### config.mk
export PLATFORM = sky130hd
export DESIGN_NAME = fast_return_unit
export DESIGN_NICKNAME = d
export VERILOG_FILES = /design/src/rtl/fast_return_unit.sv
export SDC_FILE = /design/constraint.sdc
export NUM_CORES = 1
export LEC_CHECK = 0
export BUFFER_PORTS_ARGS = -buffer_cell sky130_fd_sc_hd__buf_4
export CORE_AREA = 2 2 190 192
export DETAILED_ROUTE_END_ITERATION = 8
export DIE_AREA = 0 0 192 194
export MAX_ROUTING_LAYER = met4
export SLEW_MARGIN = 40
export SYNTH_ARGS = -nofsm -noshare
export SYNTH_HDL_FRONTEND = slang
export SYNTH_SLANG_ARGS = --single-unit
### constraint.sdc
create_clock -name clk -period 1.2 [get_ports clk]
set_input_delay 0.12 -clock clk [delete_from_list [all_inputs] [get_ports clk]]
set_output_delay 0.12 -clock clk [all_outputs]
set_load 0.01 [all_outputs]
### src/rtl/fast_return_unit.sv
module fast_return_unit #(
  parameter int SEL_W  = 16,
  parameter int ADDR_W = 64
) (
  input  logic              clk,
  input  logic              rst_n,
  input  logic              req_valid,
  input  logic              call_en,
  input  logic              prot_mode,
  input  logic              long_mode,
  input  logic [1:0]        cur_priv,
  input  logic [1:0]        op_size,
  input  logic [SEL_W-1:0]  sel_base,
  input  logic [ADDR_W-1:0] saved_ptr,
  input  logic [ADDR_W-1:0] saved_flags,
  input  logic [ADDR_W-1:0] cur_flags,
  output logic              done,
  output logic [1:0]        fault,
  output logic [SEL_W-1:0]  code_sel,
  output logic [SEL_W-1:0]  stack_sel,
  output logic [ADDR_W-1:0] code_base,
  output logic [31:0]       code_limit,
  output logic              code_long,
  output logic [1:0]        code_dpl,
  output logic [ADDR_W-1:0] new_ip,
  output logic [ADDR_W-1:0] new_flags,
  output logic [1:0]        new_priv
);
  localparam int HALF_W = 32;
  localparam int BIT_IF = 9;
  localparam int BIT_RF = 16;
  localparam int BIT_VM = 17;
  localparam logic [1:0] FLT_NONE = 2'd0;
  localparam logic [1:0] FLT_UD   = 2'd1;
  localparam logic [1:0] FLT_GP   = 2'd2;
  localparam logic [SEL_W-1:0] SS_OFS = SEL_W'(8);
  localparam logic [SEL_W-1:0] CS_OFS = SEL_W'(16);
  localparam logic [SEL_W-1:0] RPL3   = SEL_W'(3);

  logic [1:0]        chk;
  logic              to_long;
  logic [SEL_W-1:0]  cs_nxt;
  logic [ADDR_W-1:0] ip_nxt, fl_nxt, fl_long;

  assign chk = !call_en ? FLT_UD :
               (!prot_mode || cur_priv != 2'd0) ? FLT_GP : FLT_NONE;
  assign to_long = long_mode && (op_size == 2'b10);
  assign cs_nxt  = (to_long ? sel_base + CS_OFS : sel_base) | RPL3;
  assign ip_nxt  = to_long ? saved_ptr
                           : {{(ADDR_W-HALF_W){1'b0}}, saved_ptr[HALF_W-1:0]};

  always_comb begin
    fl_long = {{(ADDR_W-HALF_W){1'b0}}, saved_flags[HALF_W-1:0]};
    fl_long[BIT_RF] = 1'b0;
    fl_long[BIT_VM] = 1'b0;
    fl_nxt = cur_flags;
    fl_nxt[BIT_IF] = 1'b1;
    if (long_mode) fl_nxt = fl_long;
  end

  always_ff @(posedge clk) begin
    if (!rst_n) begin
      done       <= 1'b0;
      fault      <= FLT_NONE;
      code_sel   <= '0;
      stack_sel  <= '0;
      code_base  <= '0;
      code_limit <= '0;
      code_long  <= 1'b0;
      code_dpl   <= 2'd0;
      new_ip     <= '0;
      new_flags  <= '0;
      new_priv   <= 2'd0;
    end else begin
      done <= req_valid;
      if (req_valid) begin
        fault <= chk;
        if (chk == FLT_NONE) begin
          code_sel   <= cs_nxt;
          stack_sel  <= sel_base + SS_OFS;
          code_base  <= '0;
          code_limit <= 32'hFFFF_FFFF;
          code_long  <= to_long;
          code_dpl   <= 2'd3;
          new_ip     <= ip_nxt;
          new_flags  <= fl_nxt;
          new_priv   <= 2'd3;
        end
      end
    end
  end

  a_r10_done_only_after_req: assert property (@(posedge clk) disable iff (!rst_n)
    done |-> $past(req_valid));
  a_r1_ud_when_disabled: assert property (@(posedge clk) disable iff (!rst_n)
    (done && !$past(call_en)) |-> (fault == FLT_UD));
  a_r2_gp_needs_enable: assert property (@(posedge clk) disable iff (!rst_n)
    (done && fault == FLT_GP) |-> $past(call_en));
  a_r1_fault_holds_ip: assert property (@(posedge clk) disable iff (!rst_n)
    (done && fault != FLT_NONE) |-> ($stable(new_ip) && $stable(code_sel) && $stable(new_flags)));
  a_r9_priv_three: assert property (@(posedge clk) disable iff (!rst_n)
    (done && fault == FLT_NONE) |-> (new_priv == 2'd3));
  a_r5_stack_sel: assert property (@(posedge clk) disable iff (!rst_n)
    (done && fault == FLT_NONE) |-> (stack_sel == SEL_W'($past(sel_base) + SS_OFS)));
  a_r6_flat_code: assert property (@(posedge clk) disable iff (!rst_n)
    (done && fault == FLT_NONE) |-> (code_base == '0 && code_limit == 32'hFFFF_FFFF));
  a_r3_long_iff_mode: assert property (@(posedge clk) disable iff (!rst_n)
    (done && fault == FLT_NONE && code_long) |-> $past(long_mode));
endmodule

==> summary.txt <==
Setup path
  – CP peak stage delay: 0.37 ns
  – Critical-path top delay cell: dfxtp_4
  – Crit-path cells: buf_16 -> buf_4
  – CP Max Fanout: 19
  – Startpoint Class: flop
  – Data required, critical path: approximately 1.1 ns
  – Crit path kind: reg2out
  – Nature of the critical path endpoint: primary output
  – R2R Setup Slk: 0.44 ns
  – CP arrival: 1.09 ns

Outcome
  – Violated checks: setup timing
  – Status: finished with violations

Timing
  – Crit share post-route: 1.010
  – Setup violations, final: 36
  – Max Fclk: between 800 and 900 MHz
  – Period minus WS final: between 1 and 1.5 ns
  – Final hold vios: 0
  – Unrepaired setup endpoints after global routing: true
  – Final slew viol count: 0
  – PnR worst setup slack: -0.01161 ns
  – Skew final: 0 ns

Detailed routing
  – Number of vias per cell: between 4 and 5
  – Per-cell routed wire length: ~14 µm
  – # DRC: 0
  – Post-Route WL: ~25 mm
  – Drt pass-1 iters: 5
  – Initial DRC Count: 258
  – ANT nets after route: 0
  – Via count: around 7,300

Synth
  – Warning count from the yosys run: 0
  – Synth Cell Area: 7310 µm²
  – Post-Syn Instances: 852
  – Post-Syn Area per Cell: 8.579 µm²
  – Register area share after synthesis: 0.4437
  – Flops & latches, synth: ~160
  – Cell variety after synth: 32

GRT
  – Grt ovf: 0
  – Total GRT Usage: 0.1357
  – First-pass GRT wire length: 38.43 mm
  – Initial antenna violation count: 2
  – Vias in the first global route: 7,262
  – Pin count of the biggest net entering global routing: 59

Floorplanning
  – Initial core utilization: 0.2075
  – IO Count: 482
  – Full die area: 37,250 µm²
  – Die H: 194 µm
  – DIE WIDTH: 192 µm
  – Core Rows: 69
  – Core Area: 35,220 µm²

Layout
  – Final instance area: 12,210 µm²
  – Layout cells sized above 1: 0.3803
  – Final net count: ~1,500
  – Final std cells w/o fill: about 1,800
  – Most common cell after layout, fill and taps aside: buf_4
  – Area Overhead vs Synth: 66.98%
  – Commonest non-fill, non-tap cells in the layout: buf_4, dfxtp_1, nand2_1

Clock tree
  – CTS Buffer Depth: 2
  – CTS Buf Count: 17
  – Root Driver: clkbuf_16
  – Clk_lat worst skew: 0.43 ns
  – CTS HTree Levels: 4
  – Total clock sinks: 162
  – Clock-pin slew on the worst setup and hold paths: roughly 0.070 ns
  – CTS tree: yes

Place
  – Hpwl dp: ~18 mm
  – Dpl cell area: 10,520 µm²
  – Routability cong.: 0.7711
  – Port-buffer cells: between 300 and 400
  – Placed cell count: about 1,600

Pwr
  – VDD IR-drop max: 0.9349 mV
  – Power Dens Cells: 1017 nW/µm²
  – Leak pwr: 5.186 nW

Run
  – Total of max-cap violations: 0

Hold path
  – Worst min path class: in2reg
-- sequential cells by signal, summed over array words and instances (netlist names) --
name and cells:
code_sel 15, code_long 1, done 1, new_flags 64
fault 2, new_ip 64, stack_sel 15
-- stage by stage --
stage / setup WS (ns) / power [W] / setup TNS [ns] / hold WS [ns] / utilization
finish: -0.01161 / 0.01242 / -0.3559 / 0.03508 / 0.3465
global route: -0.07262 / 0.01298 / -2.577 / 0.02352 / 0.3465
CTS: -0.05816 / 0.01267 / -2.134 / 0.006936 / 0.3458
detailed placement: -0.2683 / 0.007068 / -28.79 / 0.3763 / 0.2987
global placement: -0.2610 / 0.007059 / -21.77 / 0.3670 / 0.2987
floorplan: 0.03606 / 0.006375 / 0 / 0.2094 / -
-- worst paths after layout --
path,start,endpoint,cells past startpoint
max,code_sel[1],code_limit[13],2
min,saved_flags[9],new_flags[9],3
max reg2reg,code_sel[1],code_sel[1],3
min reg2reg,new_flags[37],new_flags[37],2
-- cell families (layout without fill, tap and decap cells) --
kind of cell | count (synthesis) | in the layout | share of synthesized area
xor+xnor | 22 | 22 | 0.02636
flops | 162 | 162 | 0.4437
buf+inv | 170 | 583 | 0.1565
simple gates | 287 | 287 | 0.1818
compound gates | 179 | 179 | 0.1481
fa+ha+maj | 2 | 2 | 0.003423
other cells | 1 | 66 | 0.0005130
mux | 29 | 29 | 0.03971
-- power breakdown --
part	internal (W)	total (W)	switching, W
sequential	0.00545	0.00548	0.0000387
combinational	0.000992	0.00175	0.000763
clock	0.00278	0.00518	0.00240
-- synth_stat cells --
| library cell | instances | share of area |
|---|---|---|
| a211oi_1 | 13 | 0.013 |
| nand2b_1 | 1 | 0.00086 |
| clkinv_1 | 1 | 0.00051 |
| nand4_2 | 1 | 0.0017 |
| clkbuf_1 | 35 | 0.018 |
| ha_1 | 2 | 0.0034 |
| buf_4 | 110 | 0.11 |
| buf_6 | 10 | 0.015 |
| nand2_1 | 149 | 0.077 |
| nand3_2 | 1 | 0.0014 |
| nand3_1 | 37 | 0.025 |
| nand3b_1 | 36 | 0.037 |
| a211oi_2 | 20 | 0.034 |
| o21ai_0 | 20 | 0.014 |
| nor4_1 | 4 | 0.0034 |
| xor2_1 | 5 | 0.0060 |
| mux2i_1 | 29 | 0.040 |
| clkbuf_2 | 2 | 0.0014 |
| conb_1 | 1 | 0.00051 |
| nor2_1 | 41 | 0.021 |
| a311oi_1 | 1 | 0.0012 |
| a21oi_1 | 125 | 0.086 |
| nor3b_2 | 1 | 0.0017 |
| dfxtp_1 | 162 | 0.44 |
| nand4_1 | 4 | 0.0034 |
| nor3_1 | 8 | 0.0055 |
| and3b_1 | 1 | 0.0012 |
| and3_1 | 1 | 0.00086 |
| xnor2_1 | 17 | 0.020 |
| and2_1 | 1 | 0.00086 |
| buf_2 | 12 | 0.0082 |
| nor3b_1 | 1 | 0.0010 |
-- cell type report --
type                    instances  area (µm²)
multi-input cells             583        3192
well taps                     461       576.8
clock inverters                13       101.3
flip-flops and latches        162        3247
inverters                       1       6.256
clock buffers                  19       452.9
diodes                          2       5.005
repair buffers                550        4624
fillers                      3556       23020
-- layer usage --
layer  vias up  routed length [µm]  GRT usage
li1       3634                   -          -
met5         -                   0          -
met2       258               12760     0.2300
met3        38                1405    0.03240
met4         0                 595    0.05287
met1      3417               10490     0.1533
-- worst max-delay path: cells and delay by family (launching register included) --
family | cells | cell delay, ns
buffers and inverters | 2 | 0.29
DFF | 1 | 0.37
-- what timing repair did --
action	in CTS	in global routing
hold endpoints to repair	108	0
gates resized for setup	3	4
gates cloned	1	0
hold buffers	107	0
setup buffers	0	0
setup endpoints to repair	38	40
Note: power is estimated with default switching activity, not from simulation.
